### config.mk
export PLATFORM = sky130hd
export DESIGN_NAME = fbt_fence_bypass
export DESIGN_NICKNAME = d
export VERILOG_FILES = /design/src/rtl/fbt_pkg.sv /design/src/rtl/fbt_wb_shadow.sv /design/src/rtl/fbt_line_set.sv /design/src/rtl/fbt_fence_bypass.sv
export SDC_FILE = /design/constraint.sdc
export NUM_CORES = 1
export LEC_CHECK = 0
export ABC_CLOCK_PERIOD_IN_PS = 5470
export BUFFER_PORTS_ARGS = -buffer_cell sky130_fd_sc_hd__buf_2
export CORE_ASPECT_RATIO = 0.6
export CORE_UTILIZATION = 25
export CTS_BUF_LIST = sky130_fd_sc_hd__clkbuf_2
export DETAILED_ROUTE_END_ITERATION = 7
export PLACE_DENSITY = 0.39
export SLEW_MARGIN = 10
export SYNTH_ARGS = -nofsm -noshare
export SYNTH_HDL_FRONTEND = slang
export SYNTH_HIERARCHICAL = 1
export SYNTH_SLANG_ARGS = --single-unit
### constraint.sdc
create_clock -name clk -period 5.47 [get_ports clk]
set_clock_uncertainty 0.1 [all_clocks]
set_input_delay 0.2735 -clock clk [delete_from_list [all_inputs] [get_ports clk]]
set_output_delay 0.2735 -clock clk [all_outputs]
set_load 0.02 [all_outputs]
### src/rtl/fbt_pkg.sv
package fbt_pkg;

    localparam int FBT_ADDR_W     = 32;
    localparam int FBT_LINE_BYTES = 64;
    localparam int FBT_SET_N      = 8;
    localparam int FBT_WB_DEPTH   = 16;

    // Epoch state: no fence outstanding, bypassing allowed, or conventional wait.
    typedef enum logic [1:0] {
        EP_NONE   = 2'd0,
        EP_WEAK   = 2'd1,
        EP_STRONG = 2'd2
    } ep_mode_e;

    // Verdict for one load request.
    typedef enum logic [1:0] {
        RD_IDLE   = 2'd0,
        RD_RETIRE = 2'd1,
        RD_STALL  = 2'd2
    } rd_verdict_e;

    // Control decided for the next cycle.
    typedef struct packed {
        ep_mode_e mode;
        logic     ps_load;
        logic     go_strong;
    } ep_step_t;

endpackage

### src/rtl/fbt_wb_shadow.sv
module fbt_wb_shadow #(
    parameter int DEPTH = 16,
    parameter int W     = 26,
    parameter int SNAP  = 8,
    localparam int PTR_W = $clog2(DEPTH),
    localparam int OW    = $clog2(DEPTH + 1)
) (
    input  logic                   clk,
    input  logic                   rst,
    input  logic                   push,
    input  logic [W-1:0]           push_line,
    input  logic                   drain,
    output logic                   drain_ok,
    output logic [OW-1:0]          occ,
    output logic [OW-1:0]          occ_eff,
    output logic [SNAP-1:0][W-1:0] snap
);

    logic [DEPTH-1:0][W-1:0] mem;
    logic [PTR_W-1:0]        rd_ptr, wr_ptr;
    logic                    push_ok;

    assign drain_ok = drain && (occ != '0);
    assign push_ok  = push && (occ < OW'(DEPTH));
    // Stores still waiting once this cycle's drain is counted.
    assign occ_eff  = occ - OW'(drain_ok);

    always_ff @(posedge clk) begin
        if (rst) begin
            rd_ptr <= '0;
            wr_ptr <= '0;
            occ    <= '0;
        end else begin
            if (push_ok) begin
                mem[wr_ptr] <= push_line;
                wr_ptr      <= wr_ptr + PTR_W'(1);
            end
            if (drain_ok)
                rd_ptr <= rd_ptr + PTR_W'(1);
            occ <= occ + OW'(push_ok) - OW'(drain_ok);
        end
    end

    // Oldest surviving stores, oldest first.
    always_comb begin
        for (int i = 0; i < SNAP; i++) begin
            logic [PTR_W-1:0] idx;
            idx     = rd_ptr + PTR_W'(i) + PTR_W'(drain_ok);
            snap[i] = mem[idx];
        end
    end

    a_r3_occ_bound: assert property (@(posedge clk) disable iff (rst)
        occ <= OW'(DEPTH));

    a_r3_occ_step: assert property (@(posedge clk) disable iff (rst)
        (drain_ok && !push_ok) |=> occ == $past(occ) - OW'(1));

endmodule

### src/rtl/fbt_line_set.sv
module fbt_line_set #(
    parameter int N  = 8,
    parameter int W  = 26,
    parameter int NL = 1,
    localparam int CW = $clog2(N + 1)
) (
    input  logic                 clk,
    input  logic                 rst,
    input  logic                 clr,
    input  logic                 ld,
    input  logic [CW-1:0]        ld_cnt,
    input  logic [N-1:0][W-1:0]  ld_addr,
    input  logic                 ins,
    input  logic [W-1:0]         ins_addr,
    input  logic [NL-1:0][W-1:0] look_addr,
    output logic [NL-1:0]        look_hit,
    output logic                 full
);

    logic [N-1:0][W-1:0] mem;
    logic [CW-1:0]       cnt;
    logic [N-1:0]        vld;

    assign full = (cnt == CW'(N));

    generate
        for (genvar i = 0; i < N; i++) begin : g_ent
            assign vld[i] = CW'(i) < cnt;
            always_ff @(posedge clk) begin
                if (ld)
                    mem[i] <= ld_addr[i];
                else if (!clr && ins && cnt == CW'(i))
                    mem[i] <= ins_addr;
            end
        end
        for (genvar k = 0; k < NL; k++) begin : g_look
            always_comb begin
                look_hit[k] = 1'b0;
                for (int j = 0; j < N; j++)
                    if (vld[j] && mem[j] == look_addr[k])
                        look_hit[k] = 1'b1;
            end
        end
    endgenerate

    always_ff @(posedge clk) begin
        if (rst)
            cnt <= '0;
        else if (ld)
            cnt <= ld_cnt;
        else if (clr)
            cnt <= '0;
        else if (ins && !full)
            cnt <= cnt + CW'(1);
    end

    a_r9_cnt_bound: assert property (@(posedge clk) disable iff (rst)
        cnt <= CW'(N));

    a_r9_no_ins_full: assert property (@(posedge clk) disable iff (rst)
        ins |-> !full);

    a_r6_clr_empties: assert property (@(posedge clk) disable iff (rst)
        (clr && !ld) |=> look_hit == '0);

endmodule

### src/rtl/fbt_fence_bypass.sv
module fbt_fence_bypass
    import fbt_pkg::*;
#(
    parameter int ADDR_W     = FBT_ADDR_W,
    parameter int LINE_BYTES = FBT_LINE_BYTES,
    parameter int SET_N      = FBT_SET_N,
    parameter int WB_DEPTH   = FBT_WB_DEPTH,
    localparam int OFF_W  = $clog2(LINE_BYTES),
    localparam int LINE_W = ADDR_W - OFF_W,
    localparam int OW     = $clog2(WB_DEPTH + 1),
    localparam int CW     = $clog2(SET_N + 1)
) (
    input  logic              clk,
    input  logic              rst,
    input  logic              wb_push,
    input  logic [ADDR_W-1:0] wb_push_addr,
    input  logic              wb_drain,
    input  logic              fence_valid,
    input  logic              fence_strong,
    input  logic              rd_valid,
    input  logic [ADDR_W-1:0] rd_addr,
    output logic              rd_stall,
    output logic              rd_retire,
    output logic              rmt_valid,
    output logic [LINE_W-1:0] rmt_addr,
    input  logic              rmt_hit,
    input  logic [ADDR_W-1:0] ext_addr,
    output logic              ext_hit,
    input  logic              cw_valid,
    input  logic [ADDR_W-1:0] cw_addr,
    output logic              cw_stall,
    output logic              cw_ack
);

    logic [LINE_W-1:0] rd_line, cw_line, ext_line, push_line;
    assign rd_line   = rd_addr[ADDR_W-1:OFF_W];
    assign cw_line   = cw_addr[ADDR_W-1:OFF_W];
    assign ext_line  = ext_addr[ADDR_W-1:OFF_W];
    assign push_line = wb_push_addr[ADDR_W-1:OFF_W];

    logic unused_lo;
    assign unused_lo = ^{rd_addr[OFF_W-1:0], cw_addr[OFF_W-1:0],
                         ext_addr[OFF_W-1:0], wb_push_addr[OFF_W-1:0]};

    // Write-buffer shadow.
    logic                         drain_ok;
    logic [OW-1:0]                occ, occ_eff;
    logic [SET_N-1:0][LINE_W-1:0] snap;

    fbt_wb_shadow #(.DEPTH(WB_DEPTH), .W(LINE_W), .SNAP(SET_N)) u_shadow (
        .clk(clk), .rst(rst), .push(wb_push), .push_line(push_line),
        .drain(wb_drain), .drain_ok(drain_ok), .occ(occ), .occ_eff(occ_eff),
        .snap(snap)
    );

    // Epoch state.
    ep_mode_e      mode_q;
    logic [OW-1:0] pre_q;
    logic          closing, live;
    ep_step_t      step;
    logic [OW-1:0] pre_d;

    assign closing = (mode_q != EP_NONE) && drain_ok && (pre_q == OW'(1));
    assign live    = (mode_q != EP_NONE) && !closing;

    // Pending set (lookup from other cores) and bypass set (cw, rd).
    logic                         ps_hit, bs_full, bs_ins;
    logic [1:0]                   bs_hit;
    logic                         ps_full_unused;

    fbt_line_set #(.N(SET_N), .W(LINE_W), .NL(1)) u_pend (
        .clk(clk), .rst(rst), .clr(closing), .ld(step.ps_load),
        .ld_cnt(CW'(occ_eff)), .ld_addr(snap), .ins(1'b0), .ins_addr('0),
        .look_addr(ext_line), .look_hit(ps_hit), .full(ps_full_unused)
    );

    fbt_line_set #(.N(SET_N), .W(LINE_W), .NL(2)) u_byp (
        .clk(clk), .rst(rst), .clr(closing), .ld(1'b0), .ld_cnt('0),
        .ld_addr('0), .ins(bs_ins), .ins_addr(rd_line),
        .look_addr({rd_line, cw_line}), .look_hit(bs_hit), .full(bs_full)
    );

    // Load verdict.
    rd_verdict_e verdict;
    logic        go_strong;

    always_comb begin
        verdict   = RD_IDLE;
        bs_ins    = 1'b0;
        go_strong = 1'b0;
        if (rd_valid) begin
            unique case (mode_q)
                EP_WEAK: begin
                    if (rmt_hit) begin
                        verdict = RD_STALL;
                    end else if (bs_hit[1]) begin
                        verdict = RD_RETIRE;
                    end else if (!bs_full) begin
                        verdict = RD_RETIRE;
                        bs_ins  = 1'b1;
                    end else begin
                        verdict   = RD_STALL;
                        go_strong = 1'b1;
                    end
                end
                EP_STRONG: verdict = RD_STALL;
                default:   verdict = RD_RETIRE;
            endcase
        end
    end

    assign rd_stall  = (verdict == RD_STALL);
    assign rd_retire = (verdict == RD_RETIRE);
    assign rmt_valid = rd_valid && (mode_q == EP_WEAK);
    assign rmt_addr  = rd_line;
    assign ext_hit   = ps_hit;
    assign cw_stall  = cw_valid && bs_hit[0];
    assign cw_ack    = cw_valid && !bs_hit[0];

    // Next epoch state.
    always_comb begin
        step.mode      = mode_q;
        step.ps_load   = 1'b0;
        step.go_strong = go_strong;
        pre_d          = pre_q;
        if (closing) begin
            step.mode = EP_NONE;
            pre_d     = '0;
        end else if (mode_q != EP_NONE && drain_ok) begin
            pre_d = pre_q - OW'(1);
        end
        if (step.go_strong && !closing)
            step.mode = EP_STRONG;
        if (fence_valid) begin
            if (live) begin
                step.mode = EP_STRONG;
                pre_d     = occ_eff;
            end else if (occ_eff != '0) begin
                pre_d = occ_eff;
                if (fence_strong || occ_eff > OW'(SET_N)) begin
                    step.mode = EP_STRONG;
                end else begin
                    step.mode    = EP_WEAK;
                    step.ps_load = 1'b1;
                end
            end
        end
    end

    always_ff @(posedge clk) begin
        if (rst) begin
            mode_q <= EP_NONE;
            pre_q  <= '0;
        end else begin
            mode_q <= step.mode;
            pre_q  <= pre_d;
        end
    end

    a_r3_pre_within_buffer: assert property (@(posedge clk) disable iff (rst)
        (mode_q != EP_NONE) |-> (pre_q != '0 && pre_q <= occ));

    a_r5_cw_hold_in_epoch: assert property (@(posedge clk) disable iff (rst)
        cw_stall |-> mode_q != EP_NONE);

    a_r6_ext_in_epoch: assert property (@(posedge clk) disable iff (rst)
        ext_hit |-> mode_q != EP_NONE);

    a_r7_strong_no_retire: assert property (@(posedge clk) disable iff (rst)
        (rd_valid && mode_q == EP_STRONG) |-> rd_stall);

    a_r10_strong_sticks: assert property (@(posedge clk) disable iff (rst)
        (mode_q == EP_STRONG && !closing) |=> mode_q != EP_WEAK);

    a_r4_answer_onehot: assert property (@(posedge clk) disable iff (rst)
        rd_valid |-> $onehot({rd_stall, rd_retire}));

endmodule

Word-level counts from Yosys, hierarchy flattened
Cells that the tools add are included.

operators by class
  add/subtract/negate cells = 21
  equality and inequality tests = 37
  bitwise gates (word level) = 1
  reductions and logical operators = 55
  muxes and demuxes = 73
  $lt $le $gt $ge = 28

operators with widths
  kind                   number
  $bmux W26 S4           8
  $eq A26 B26 Y1         24
  $bwmux W416            1
  $mux W26               9
  $demux W26 S4          1
  $lt A4 B5 Y1 const B   9
  $logic_and A1 B1 Y1    44
  $mux W1                36
  $add A4 B1 Y4          8
  $lt A3 B4 Y1 const A   8
  $mux W5                5
  $add A4 B3 Y4 const B  4
  $eq A4 B3 Y1 const B   4
  $lt A1 B4 Y1 const A   4
  $lt A2 B4 Y1 const A   4
  $mux W2                8
  $add A4 B1 Y4 const B  3
  $reduce_bool A5 Y1     2
  $sub A5 B1 Y5          2
  $add A4 B2 Y4 const B  2
  $eq A4 B2 Y1 const B   2
  $mux W4                2
  $mux W3                2
  $add A5 B1 Y5          1
  17 further kinds       22

word-level totals
  output and inout bits = 32
  input bits = 137
  register bits after elaboration = 860
  word-level logic and storage cells = 254

Logic depth before layout (Yosys ltp)
  depth in word-level cells = 20
  depth in mapped cells = 17
  depth with buffers taken out = 15

By module
Netlist, hierarchy kept.

by module, submodules not included
  module                 cells each  instances  seq. area each (µm²)  area each (µm²)
  fbt_wb_shadow          1689        1          12752.2               31423.9
  fbt_line_set (u_byp)   1370        1          6326.1                13486.7
  fbt_line_set (u_pend)  1062        1          6326.1                11024.3
  fbt_fence_bypass       103         1          140.1                 819.5

Least setup slack after synthesis
OpenSTA, ideal clock, no wires.

  path kind = register to register
  start = register u_shadow.occ[2]
  end = register u_pend/mem[100] (netlist name) (enable)
  path buffers = 2
  arrival time = 4.022 ns
  period minus slack after synthesis = 4.503 ns
  data required time = 4.988 ns
  stages on the path, launching flop included = 16
  setup slack = 0.967 ns
  setup time = 0.382 ns
  path through = dfxtp_1 inv_1 ha_1 inv_1 o41ai_1 inv_1 ha_1 ha_1 xor2_1 o31a_2 nor4_1 nand3b_1 inv_1 clkbuf_1 clkbuf_1 a21o_1

RTL lines
  what                            RTL line             text
  start: declaration              fbt_wb_shadow.sv:14  output logic [OW-1:0] occ,
  start signal: assignment        fbt_wb_shadow.sv:40  occ <= occ + OW'(push_ok) - OW'(drain_ok);
  end signal: indexed assignment  fbt_line_set.sv:31   mem[i] <= ld_addr[i];
  end signal: indexed assignment  fbt_line_set.sv:33   mem[i] <= ins_addr;
  end: declaration                fbt_line_set.sv:20   logic [N-1:0][W-1:0] mem;

Worst setup path after layout
  start = register u_pend/mem[62] (netlist name)
  end = output port ext_hit

between the ends
  word-level cells in the longest chain between the ends = 8

ends and longest elaborated chain
  what                  RTL line                text
  $eq A26 B26 Y1        fbt_line_set.sv:40      if (vld[j] && mem[j] == look_addr[k])
  $logic_and A1 B1 Y1   fbt_line_set.sv:40
  $mux W1 (6 in a row)  fbt_line_set.sv:40
  end: declaration      fbt_fence_bypass.sv:28  output logic ext_hit,

Every way passes these cells.

==> impl_summary.md <==
Status
The run finished with clean final reports.

Worst setup path
The required time at the worst-slack endpoint is 5.10 ns. The worst-path cell with the longest stage delay is nor4_1. The critical path is of the reg2out type. The maximum fanout along the worst path is 1. Walking the worst path, the cells encountered are xor2_1, nor4_1, nand4_1, nor4_1, nand4_1, o2111ai_1, buf_2. The number of cells on the worst reg-to-reg path is 14. The maximum single-stage delay on the critical path is 1.19 ns. STA classifies the critical path endpoint as an output pin. STA classifies the critical path startpoint as a register.

The combined buffer and inverter count along the critical path is 1. In this design, the largest share of critical-path delay is due to simple AND/OR/NAND/NOR gates. STA puts the critical path data arrival time at 5.05 ns. The number of cells on the critical path is 7.

GRT
The number of antenna violations at the first check in global routing is 42. The residual overflow from global routing is 0. Across every metal layer, demand over resource in global routing totals 22.45%.

The wire length of the first global-routing pass is 350.2 mm. Entering global routing, the biggest net connects 227 pins. The via count of the first global-routing pass is 38673.

Die
The core box area is 0.2257 sq mm. The initial utilization of the core area, before any placement, comes to 25.15%. The number of primary I/O pins is 169.

In this run the vertical extent of the chip is 371.1 um. The number of placement rows is 135. The horizontal die dimension is 617.1 um. The die covers 0.2290 sq mm.

Placed design
The placed instances occupy a cell area of 0.06201 sq mm. The placer congestion estimate is 0.9722. The number of buffers inserted by port buffering is 144. The post-DP HPWL is 186.3 mm. Before CTS, the worst setup slack after placement is 0.7947 ns.

Power
The cell area power density is 509.6 mW/mm^2. IR analysis of the VDD net gives a maximum drop of 570.9 uV. Summed over all cells, the static leakage comes to 22.66 nW.

Hold path
The tightest min-delay check is of the in2reg type. The worst hold path stage count is 3.

Finish
The register area is 0.02554 sq mm. The total area of multi-input combinational cells is 0.03033 sq mm. The number of fillers in the final layout is 23128.

The summed area of non-filler cells in the final layout is 0.06533 sq mm. The post-layout net count is 4900. The relative area change from synthesis to final layout is 15.11%. The share of cells above drive strength 1 is 26.81%.

Detailed routing
The count of nets left with antenna violations once routing finished came out at 0. Dividing the detail-routed via count by the number of cells gives 5.324. The iteration count of the initial detailed-routing pass is 8. The routed via count is 42090. The number of DRC violations after detailed-routing iteration 0 is 6440. The wire length after detailed routing is 262.5 mm. After detailed routing, the average wire length per cell comes to 33.21 um. The number of remaining DRC errors is 0.

Clocking
TritonCTS built the clock tree. After clock tree synthesis, the clock-pin slew on the worst setup and hold paths is 0.12 ns. The number of clock sinks is 860. The buffer type at the clock tree root is clkbuf_2. The clock passes through at most 4 buffers. Buffers inserted during clock tree synthesis total 237.

For the worst-skew pair, the clock arrives at the later sink with an insertion delay of 1.60 ns. The H-tree was split into 4 levels.

Timing
The setup-violating endpoint count in the final report is 0. The final cycle utilization of the critical path is 99.12%. Derived from the worst setup path, the maximum achievable clock frequency is 0.1844 GHz. After routing, the total negative slack on setup checks comes to 0 ns. The minimum clock period is 5.422 ns. Setup slack closes at 0.04819 ns. Headroom to the max-slew limit came out at 12.90%.

The total count of max-transition violations in the final report came to 0. The final number of hold-violating endpoints is 0. The slew at the pin closest to its max-slew limit is 1.295 ns.

Flow run
The tool flagged a number of max-cap violations equal to 0.

Synth
During synthesis, Yosys emitted a total of 6 warnings. Summing every instance area after synthesis gives 0.05675 sq mm. The gate count after technology mapping is 4223. The average instance in the mapped netlist occupies 13.44 sq um.
registers in the layout (all words and copies together), names as in the netlist:
| signal | count |
|---|---|
| pre_q | 5 |
| u_byp/mem | 208 |
| u_shadow/mem | 416 |
| u_pend/cnt | 4 |
| u_byp/cnt | 4 |
| mode_q | 2 |
| u_pend/mem | 208 |
| u_shadow/rd_ptr | 4 |
| u_shadow/wr_ptr | 4 |
| u_shadow/occ | 5 |
power by group:
part	total, W	switching (W)	internal [W]	leakage [nW]
registers	0.00884	0.000597	0.00824	7.92
logic	0.0197	0.0109	0.00882	13.3
clock network	0.00473	0.00308	0.00166	1.48
path summary, 6_finish.rpt:
path	startpoint	to	slack, ns
setup / recovery	u_pend/mem[62]$_DFFE_PP_	ext_hit	0.05
hold / removal	wb_push_addr[12]	u_shadow/mem[266]$_DFFE_PP_	0.29
setup reg to reg	u_byp/mem[74]$_DFFE_PP_	mode_q[1]$_SDFF_PP0_	0.27
hold reg to reg	u_shadow/wr_ptr[1]$_SDFFE_PP0P_	u_shadow/wr_ptr[1]$_SDFFE_PP0P_	0.46
worst register-to-register path, cell delays in order (launching register included):
cell,delay (ns)
edfxtp_1,0.48
xor2_1,0.62
nor4_1,0.13
buf_4,0.21
nand4_1,0.12
o22ai_1,0.09
nor3_1,0.24
nand3_1,0.31
nor2b_1,0.23
or3b_2,0.45
dlygate4sd3_1,0.60
a21o_1,0.18
dlygate4sd3_1,0.57
a211oi_1,0.21
dlygate4sd3_1,0.57
cell usage in the layout, fill, tap and decap left out, types with 51 or more instances in the layout:
| cell type | count |
|---|---|
| clkbuf_2 | 320 |
| edfxtp_1 | 832 |
| buf_2 | 144 |
| dlygate4sd3_1 | 130 |
| xor2_1 | 364 |
| mux2i_1 | 81 |
| xnor2_1 | 277 |
| conb_1 | 251 |
| clkinv_1 | 51 |
| nand2b_1 | 55 |
| nor4_1 | 106 |
| mux4_2 | 638 |
| a22oi_1 | 58 |
| nand4_1 | 79 |
| nand2_1 | 932 |
| buf_4 | 90 |
timing repair:
action / 4_1_cts / 5_1_grt
setup endpoints to repair: 3 / 2
hold buffers: 131 / 0
resized for setup: 2 / 1
buffers inserted: 0 / 0
endpoints found under the hold margin: 1576 / 0
per-stage QoR:
stage	hold WS, ns	utilization [%]	total power (W)	std cells
floorplan	0.2426	-	0.02191	4473
global placement	0.4109	27.48	0.02828	7370
detailed placement	0.4201	27.48	0.02813	7370
CTS	0.002555	28.91	0.03317	7884
global route	0.09712	28.93	0.03467	7891
finish	0.2906	28.95	0.03329	7906
final cells by class:
type | count | area share, %
multi-input combinational | 3187 | 46.43
clock inverter | 63 | 0.4616
sequential | 860 | 39.10
inverter | 32 | 0.1954
tap | 3014 | 5.773
timing repair buffer | 409 | 5.508
clock buffer | 320 | 2.452
antenna | 21 | 0.08044
layer usage:
metal  routed length, um  up-vias  global-route usage (%)  share of wire, %
li1                    -    16972                       -                 -
met1              130300    22062                   36.88                50
met2               91890     2735                   26.09                35
met3               36510      301                   9.259                14
met4                3715       20                   3.641               1.4
met5                 114        -                       0             0.043
No activity file was read; power rests on OpenSTA's default activity.
